$ cat config.mk
export PLATFORM = sky130hd
export DESIGN_NAME = halfword_mul_unit
export DESIGN_NICKNAME = d
export VERILOG_FILES = /design/src/rtl/hmul_pkg.sv /design/src/rtl/hmul_decode.sv /design/src/rtl/hmul_half_ext.sv /design/src/rtl/hmul_operand_sel.sv /design/src/rtl/hmul_product.sv /design/src/rtl/halfword_mul_unit.sv
export SDC_FILE = /design/constraint.sdc
export NUM_CORES = 1
export LEC_CHECK = 0
export ABC_AREA = 1
export ABC_CLOCK_PERIOD_IN_PS = 6900
export BUFFER_PORTS_ARGS = -buffer_cell sky130_fd_sc_hd__buf_2
export CAP_MARGIN = 10
export CORE_AREA = 2 2 190 192
export DETAILED_ROUTE_END_ITERATION = 6
export DIE_AREA = 0 0 192 194
export PLACE_DENSITY_LB_ADDON = 0.08
export REMOVE_ABC_BUFFERS = 1
export SYNTH_ARGS = -nofsm -noshare
export SYNTH_HDL_FRONTEND = slang
export SYNTH_SLANG_ARGS = --single-unit
$ cat constraint.sdc
create_clock -name clk -period 6.9 [get_ports clk]
set_clock_uncertainty 0.2 [all_clocks]
set_input_delay 0.69 -clock clk [delete_from_list [all_inputs] [get_ports clk]]
set_output_delay 0.69 -clock clk [all_outputs]
set_load 0.01 [all_outputs]
$ cat src/rtl/hmul_pkg.sv
package hmul_pkg;

  localparam int OPC_W = 7;

  localparam logic [OPC_W-1:0] OPC_LO_LO_S   = 7'b0000001;
  localparam logic [OPC_W-1:0] OPC_LO_LO_U   = 7'b0000010;
  localparam logic [OPC_W-1:0] OPC_LO_HI_S   = 7'b0000011;
  localparam logic [OPC_W-1:0] OPC_LO_HI_U   = 7'b0000100;
  localparam logic [OPC_W-1:0] OPC_HI_HI_S   = 7'b0000101;
  localparam logic [OPC_W-1:0] OPC_HI_HI_U   = 7'b0000110;
  localparam logic [OPC_W-1:0] OPC_WD_LO_S   = 7'b0000111;
  localparam logic [OPC_W-1:0] OPC_WD_LO_U   = 7'b0001000;
  localparam logic [OPC_W-1:0] OPC_WD_HI_S   = 7'b0001001;
  localparam logic [OPC_W-1:0] OPC_WD_HI_U   = 7'b0001010;
  localparam logic [OPC_W-1:0] OPC_WD_HI_SHL = 7'b0001011;

  // Which part of source 1 feeds the multiplier
  typedef enum logic [1:0] {
    PICK1_LO   = 2'd0,
    PICK1_HI   = 2'd1,
    PICK1_WORD = 2'd2
  } pick1_e;

  // Which half of source 2 feeds the multiplier
  typedef enum logic {
    PICK2_LO = 1'b0,
    PICK2_HI = 1'b1
  } pick2_e;

  typedef struct packed {
    pick1_e pick1;
    pick2_e pick2;
    logic   sext;
    logic   shl;
    logic   illegal;
  } mul_ctrl_t;

endpackage

$ cat src/rtl/hmul_decode.sv
module hmul_decode
  import hmul_pkg::*;
(
  input  logic [OPC_W-1:0] opcode,
  output mul_ctrl_t        ctrl
);

  always_comb begin
    ctrl = '{pick1: PICK1_LO, pick2: PICK2_LO, sext: 1'b0, shl: 1'b0, illegal: 1'b0};
    case (opcode)
      OPC_LO_LO_S:   begin ctrl.pick1 = PICK1_LO;   ctrl.pick2 = PICK2_LO; ctrl.sext = 1'b1; end
      OPC_LO_LO_U:   begin ctrl.pick1 = PICK1_LO;   ctrl.pick2 = PICK2_LO; end
      OPC_LO_HI_S:   begin ctrl.pick1 = PICK1_LO;   ctrl.pick2 = PICK2_HI; ctrl.sext = 1'b1; end
      OPC_LO_HI_U:   begin ctrl.pick1 = PICK1_LO;   ctrl.pick2 = PICK2_HI; end
      OPC_HI_HI_S:   begin ctrl.pick1 = PICK1_HI;   ctrl.pick2 = PICK2_HI; ctrl.sext = 1'b1; end
      OPC_HI_HI_U:   begin ctrl.pick1 = PICK1_HI;   ctrl.pick2 = PICK2_HI; end
      OPC_WD_LO_S:   begin ctrl.pick1 = PICK1_WORD; ctrl.pick2 = PICK2_LO; ctrl.sext = 1'b1; end
      OPC_WD_LO_U:   begin ctrl.pick1 = PICK1_WORD; ctrl.pick2 = PICK2_LO; end
      OPC_WD_HI_S:   begin ctrl.pick1 = PICK1_WORD; ctrl.pick2 = PICK2_HI; ctrl.sext = 1'b1; end
      OPC_WD_HI_U:   begin ctrl.pick1 = PICK1_WORD; ctrl.pick2 = PICK2_HI; end
      OPC_WD_HI_SHL: begin
        ctrl.pick1 = PICK1_WORD;
        ctrl.pick2 = PICK2_HI;
        ctrl.sext  = 1'b1;
        ctrl.shl   = 1'b1;
      end
      default:       ctrl.illegal = 1'b1;
    endcase
  end

endmodule

$ cat src/rtl/hmul_half_ext.sv
module hmul_half_ext #(
  parameter int HALF_W = 16,
  parameter int OUT_W  = 32
) (
  input  logic [HALF_W-1:0] half_in,
  input  logic              sext,
  output logic [OUT_W-1:0]  ext_out
);

  localparam int PAD_W = OUT_W - HALF_W;

  logic fill;
  assign fill    = sext & half_in[HALF_W-1];
  assign ext_out = {{PAD_W{fill}}, half_in};

endmodule

$ cat src/rtl/hmul_operand_sel.sv
module hmul_operand_sel
  import hmul_pkg::*;
#(
  parameter int DATA_W = 32
) (
  input  logic [DATA_W-1:0] src1,
  input  logic [DATA_W-1:0] src2,
  input  pick1_e            pick1,
  input  pick2_e            pick2,
  input  logic              sext,
  output logic [DATA_W-1:0] mul_a,
  output logic [DATA_W-1:0] mul_b
);

  localparam int HALF_W  = DATA_W / 2;
  localparam int N_HALVES = 4;

  // Index 0/1: low/high half of src1, index 2/3: low/high half of src2
  logic [DATA_W-1:0] ext [N_HALVES];

  for (genvar g = 0; g < N_HALVES; g++) begin : g_half
    localparam int OFS = (g % 2) * HALF_W;
    logic [HALF_W-1:0] raw;
    if (g < 2) begin : g_src1
      assign raw = src1[OFS +: HALF_W];
    end else begin : g_src2
      assign raw = src2[OFS +: HALF_W];
    end
    hmul_half_ext #(.HALF_W(HALF_W), .OUT_W(DATA_W)) ext_i (
      .half_in (raw),
      .sext    (sext),
      .ext_out (ext[g])
    );
  end

  always_comb begin
    case (pick1)
      PICK1_LO: mul_a = ext[0];
      PICK1_HI: mul_a = ext[1];
      default:  mul_a = src1;
    endcase
    mul_b = (pick2 == PICK2_HI) ? ext[3] : ext[2];
  end

endmodule

$ cat src/rtl/hmul_product.sv
module hmul_product #(
  parameter int DATA_W = 32
) (
  input  logic [DATA_W-1:0] mul_a,
  input  logic [DATA_W-1:0] mul_b,
  input  logic              shl,
  input  logic              illegal,
  output logic [DATA_W-1:0] result
);

  localparam int HALF_W = DATA_W / 2;

  logic [DATA_W-1:0] prod_lo;
  logic [DATA_W-1:0] prod_shl;

  // The low DATA_W product bits depend only on the low DATA_W operand bits
  assign prod_lo  = mul_a * mul_b;
  assign prod_shl = {prod_lo[DATA_W-HALF_W-1:0], {HALF_W{1'b0}}};

  always_comb begin
    if (illegal)  result = '0;
    else if (shl) result = prod_shl;
    else          result = prod_lo;
  end

endmodule

$ cat src/rtl/halfword_mul_unit.sv
module halfword_mul_unit
  import hmul_pkg::*;
#(
  parameter int DATA_W = 32
) (
  input  logic              clk,
  input  logic              rst_n,
  input  logic              in_valid,
  output logic              in_ready,
  input  logic [OPC_W-1:0]  in_opcode,
  input  logic [DATA_W-1:0] in_src1,
  input  logic [DATA_W-1:0] in_src2,
  output logic              out_valid,
  input  logic              out_ready,
  output logic [DATA_W-1:0] out_result,
  output logic              out_illegal
);

  localparam int HALF_W = DATA_W / 2;

  mul_ctrl_t         dec_ctrl;
  logic [DATA_W-1:0] sel_a;
  logic [DATA_W-1:0] sel_b;
  logic              advance;

  logic              s1_valid;
  logic [DATA_W-1:0] s1_a;
  logic [DATA_W-1:0] s1_b;
  logic              s1_shl;
  logic              s1_ill;
  logic [DATA_W-1:0] s2_result;

  assign advance  = !out_valid || out_ready;
  assign in_ready = advance;

  hmul_decode dec_i (
    .opcode (in_opcode),
    .ctrl   (dec_ctrl)
  );

  hmul_operand_sel #(.DATA_W(DATA_W)) sel_i (
    .src1  (in_src1),
    .src2  (in_src2),
    .pick1 (dec_ctrl.pick1),
    .pick2 (dec_ctrl.pick2),
    .sext  (dec_ctrl.sext),
    .mul_a (sel_a),
    .mul_b (sel_b)
  );

  // Stage 1: extended operands and control
  always_ff @(posedge clk or negedge rst_n) begin
    if (!rst_n) begin
      s1_valid <= 1'b0;
      s1_a     <= '0;
      s1_b     <= '0;
      s1_shl   <= 1'b0;
      s1_ill   <= 1'b0;
    end else if (advance) begin
      s1_valid <= in_valid;
      s1_a     <= sel_a;
      s1_b     <= sel_b;
      s1_shl   <= dec_ctrl.shl;
      s1_ill   <= dec_ctrl.illegal;
    end
  end

  hmul_product #(.DATA_W(DATA_W)) prod_i (
    .mul_a   (s1_a),
    .mul_b   (s1_b),
    .shl     (s1_shl),
    .illegal (s1_ill),
    .result  (s2_result)
  );

  // Stage 2: output register
  always_ff @(posedge clk or negedge rst_n) begin
    if (!rst_n) begin
      out_valid   <= 1'b0;
      out_result  <= '0;
      out_illegal <= 1'b0;
    end else if (advance) begin
      out_valid   <= s1_valid;
      out_result  <= s2_result;
      out_illegal <= s1_ill;
    end
  end

  AST_ILLEGAL_ZERO: assert property (@(posedge clk) disable iff (!rst_n)
    out_valid && out_illegal |-> out_result == '0);

  AST_SHIFT_LOW_CLEAR: assert property (@(posedge clk) disable iff (!rst_n)
    advance && s1_valid && s1_shl && !s1_ill |=> out_result[HALF_W-1:0] == '0);

  AST_TWO_EDGE_LATENCY: assert property (@(posedge clk) disable iff (!rst_n)
    (in_valid && in_ready) ##1 in_ready |=> out_valid);

  AST_STALL_HOLD: assert property (@(posedge clk) disable iff (!rst_n)
    out_valid && !out_ready |=> out_valid && $stable(out_result) && $stable(out_illegal));

  AST_READY_WHEN_EMPTY: assert property (@(posedge clk) disable iff (!rst_n)
    !out_valid |-> in_ready);

  AST_NO_SPURIOUS_OUT: assert property (@(posedge clk) disable iff (!rst_n)
    $rose(out_valid) |-> $past(s1_valid));

endmodule

==> flow_results.xml <==
<?xml version="1.0" encoding="UTF-8"?>
<metrics>
  <group name="sta">
    <metric name="setup-tns-final" unit="ns">0</metric>
    <metric name="worst_slew_pin_slew" unit="ns">1.142</metric>
    <metric name="report.final.hold_viol_count" unit="">0</metric>
    <metric name="timing.final.setup_violations" unit="">0</metric>
    <metric name="layout_min_cycle_time" unit="ns">6.770</metric>
    <metric name="rsz0062_at_grt" unit="">yes</metric>
    <metric name="max_freq" unit="MHz">147.7</metric>
    <metric name="slew_headroom" unit="%">23.66</metric>
    <metric name="final_max_slew_viol_count" unit="">0</metric>
    <metric name="min_period_over_period" unit="%">98.11</metric>
  </group>
  <group name="critical_path">
    <metric name="kind_of_launch_point_of_the_worst_setup_path" unit="">flop</metric>
    <metric name="critPathMaxFanout" unit="">7</metric>
    <metric name="cpPeakStageDelay" unit="ns">0.62</metric>
    <metric name="setup.reg_to_reg.worst_slack" unit="ns">0.13</metric>
    <metric name="cp.arrival" unit="ns">6.82</metric>
    <metric name="cp_dominant_cell_by_count" unit="">sky130_fd_sc_hd__fa_1</metric>
    <metric name="class_of_the_most_critical_setup_path" unit="">reg2reg</metric>
    <metric name="critical_path.endpoint_type" unit="">flop</metric>
    <metric name="critPathSlowestCell" unit="">sky130_fd_sc_hd__fa_2</metric>
    <metric name="required" unit="ns">6.95</metric>
  </group>
  <group name="die">
    <metric name="die_w" unit="um">192</metric>
    <metric name="dieArea" unit="um^2">37250</metric>
    <metric name="floorplan.initialDensity" unit="%">54.59</metric>
    <metric name="io_pins" unit="">110</metric>
    <metric name="core_area" unit="um^2">35220</metric>
    <metric name="rows" unit="">69</metric>
    <metric name="chipHeight" unit="um">194</metric>
  </group>
  <group name="yosys">
    <metric name="synthesis.area" unit="um^2">19230</metric>
    <metric name="edff_count_synth" unit="">0</metric>
    <metric name="synth_async_sr_flop_share" unit="%">100.0</metric>
    <metric name="synth_flop_cell" unit="">sky130_fd_sc_hd__dfrtp_1</metric>
    <metric name="ys_seq_area_share" unit="%">11.19</metric>
    <metric name="synth_cell_type_count" unit="">49</metric>
    <metric name="post_synth.cell_area_avg" unit="um^2">7.813</metric>
    <metric name="synthCells" unit="">2461</metric>
    <metric name="ys_ff_latch" unit="">86</metric>
    <metric name="yosys_warnings" unit="">0</metric>
  </group>
  <group name="route">
    <metric name="drt_pre_antenna_iters" unit="">5</metric>
    <metric name="post_drt_via_cell_ratio" unit="">5.169</metric>
    <metric name="routed_wirelength" unit="um">57020</metric>
    <metric name="drt-initial-drc-count" unit="">858</metric>
    <metric name="post_drt_wl_per_cell" unit="um">18.43</metric>
    <metric name="routed-via-count" unit="">15990</metric>
    <metric name="postRouteAntennaNets" unit="">0</metric>
    <metric name="detail_route.drc_violations" unit="">0</metric>
  </group>
  <group name="min_path">
    <metric name="worstHoldPathType" unit="">in2async</metric>
  </group>
  <group name="clock_tree">
    <metric name="numCtsBuffers" unit="">9</metric>
    <metric name="cts-hold-fix-buffers" unit="">0</metric>
    <metric name="clockBufferDepth" unit="">2</metric>
    <metric name="clkTransAtPathRegs" unit="ns">0.08</metric>
    <metric name="htree_num_levels" unit="">3</metric>
    <metric name="cts_root_buf" unit="">sky130_fd_sc_hd__clkbuf_16</metric>
    <metric name="cts_tree" unit="">built</metric>
    <metric name="clkSinkCount" unit="">86</metric>
    <metric name="clock_latency" unit="ns">0.37</metric>
  </group>
  <group name="finish">
    <metric name="syn2layout_area_growth" unit="%">14.04</metric>
    <metric name="fillers" unit="">3130</metric>
    <metric name="layout_common_cells" unit="">sky130_fd_sc_hd__inv_1 (684), sky130_fd_sc_hd__nand2_1 (650), sky130_fd_sc_hd__fa_1 (375)</metric>
    <metric name="nets" unit="">3206</metric>
    <metric name="layout_commonest_cell" unit="">sky130_fd_sc_hd__inv_1</metric>
    <metric name="post_route_cells_drive_above_1_share" unit="%">15.74</metric>
  </group>
  <group name="run_status">
    <metric name="status" unit="">finished clean</metric>
  </group>
  <group name="placed_design">
    <metric name="port-buffer-count" unit="">109</metric>
    <metric name="detailedPlacementHpwl" unit="um">46860</metric>
    <metric name="gp_congestion" unit="">0.8942</metric>
  </group>
  <group name="global_routing">
    <metric name="grt_pass1_wl" unit="um">88530</metric>
    <metric name="grt_overflow_total" unit="">0</metric>
    <metric name="first_global_vias" unit="">16710</metric>
    <metric name="largest_net_degree_at_the_start_of_global_routing" unit="">95</metric>
    <metric name="groute.usage.overall" unit="%">31.46</metric>
    <metric name="antenna_violations_before_repair" unit="">2</metric>
  </group>
  <group name="run">
    <metric name="drv.max_cap_violation_count" unit="">0</metric>
  </group>
</metrics>
## area by class of cell
cell class	instances	area (um^2)	area share [%]
multi-input combinational	1553	14260	65.02
inverter	709	2661	12.14
sequential	86	2186	9.969
timing repair buffer	266	1941	8.850
tap	461	576.8	2.631
clock buffer	9	225.2	1.027
clock inverter	7	76.32	0.3481
antenna	2	5.005	0.02282
## Yosys cell counts, types with 5 or more instances
master	count	area, um^2
sky130_fd_sc_hd__o21ai_1	22	110.1
sky130_fd_sc_hd__fa_1	387	7747
sky130_fd_sc_hd__inv_1	690	2590
sky130_fd_sc_hd__dfrtp_1	86	2152
sky130_fd_sc_hd__clkbuf_1	79	296.5
sky130_fd_sc_hd__clkinv_1	5	18.77
sky130_fd_sc_hd__xnor2_1	8	70.07
sky130_fd_sc_hd__nor3_1	5	25.02
sky130_fd_sc_hd__inv_2	14	52.55
sky130_fd_sc_hd__buf_2	15	75.07
sky130_fd_sc_hd__ha_1	119	1489
sky130_fd_sc_hd__xor2_1	9	78.83
sky130_fd_sc_hd__o21ai_0	69	345.3
sky130_fd_sc_hd__nor2_1	72	270.3
sky130_fd_sc_hd__a21oi_1	62	310.3
sky130_fd_sc_hd__nand2_1	662	2485
sky130_fd_sc_hd__mux2i_1	13	130.1
sky130_fd_sc_hd__a21oi_2	14	122.6
sky130_fd_sc_hd__a21o_1	6	45.04
sky130_fd_sc_hd__nand4_1	10	62.56
sky130_fd_sc_hd__nand3_1	50	250.2
sky130_fd_sc_hd__buf_1	13	48.80
## critical path, delay by kind of cell (launching register included)
family	cells	cell delay (ns)
adders and majority gates	9	4.37
AOI/OAI and AO/OA	4	0.63
and+or+nand+nor	7	0.56
buffers and inverters	7	0.46
DFF	1	0.43
## metrics by stage
| stage | hold slack [ns] | cells | area [um^2] | setup WS [ns] | utilization [%] |
|---|---|---|---|---|---|
| 6_report | 0.1587 | 3093 | 21930 | 0.1303 | 62.25 |
| 5_1_grt | 0.2073 | 3091 | 21920 | -0.09407 | 62.24 |
| 4_1_cts | 0.1710 | 3060 | 21270 | 0.00005729 | 60.37 |
| 3_5_place_dp | 0.2553 | 3033 | 20850 | -0.3311 | 59.19 |
| 3_3_place_gp | 0.2402 | 3033 | 20850 | -0.1377 | 59.19 |
| 2_1_floorplan | 0.1944 | 2348 | 18760 | 0.2544 | - |
## repair_timing
| action | in CTS | in global routing |
|---|---|---|
| cloned | 0 | 2 |
| resized for setup | 15 | 96 |
| setup endpoints to repair | 11 | 13 |
| pin swaps | 0 | 29 |
| buffers inserted | 11 | 29 |
## worst paths after layout
kind | endpoint | start | depth (start not counted)
max in group asynchronous | s1_a[6] | rst_n | 2
worst max-delay path | out_result[31] | s1_b[2] | 27
worst min register to register | out_valid | s1_valid | 2
worst min-delay path | s1_b[0] | rst_n | 1
worst max register to register | out_result[31] | s1_b[2] | 27
min in group clk | out_valid | s1_valid | 2
## per-layer routing
layer / GRT usage, % / vias to the layer above / wire, um
met2: 54.47 / 511 / 28740
met5: 0 / - / 0
li1: - / 7375 / -
met1: 37.77 / 7951 / 21590
met3: 5.719 / 150 / 3417
met4: 14.87 / 0 / 3271
## flip-flops by register name (all words and copies together) (netlist names)
name	flops
s1_valid	1
out_result	32
s1_b	17
out_illegal	1
s1_a	32
s1_shl	1
out_valid	1
s1_ill	1
## cells by family (layout without fill, tap and decap cells)
family                   count (synthesis)  after routing  synth area share (%)
AND/OR/NAND/NOR                        817            817                 16.91
XOR/XNOR                                18             18                0.8590
flip-flops                              86             86                 11.19
buffers and inverters                  822            991                 16.30
AO/OA/AOI/OAI                          199            199                 6.032
other                                    0              2                     0
multiplexers                            13             13                0.6767
adder cells (fa/ha/maj)                506            506                 48.03
Power is left out: the tool's default activity adds up to more than one toggle a clock period on the data nets, which glitch-free logic cannot reach.
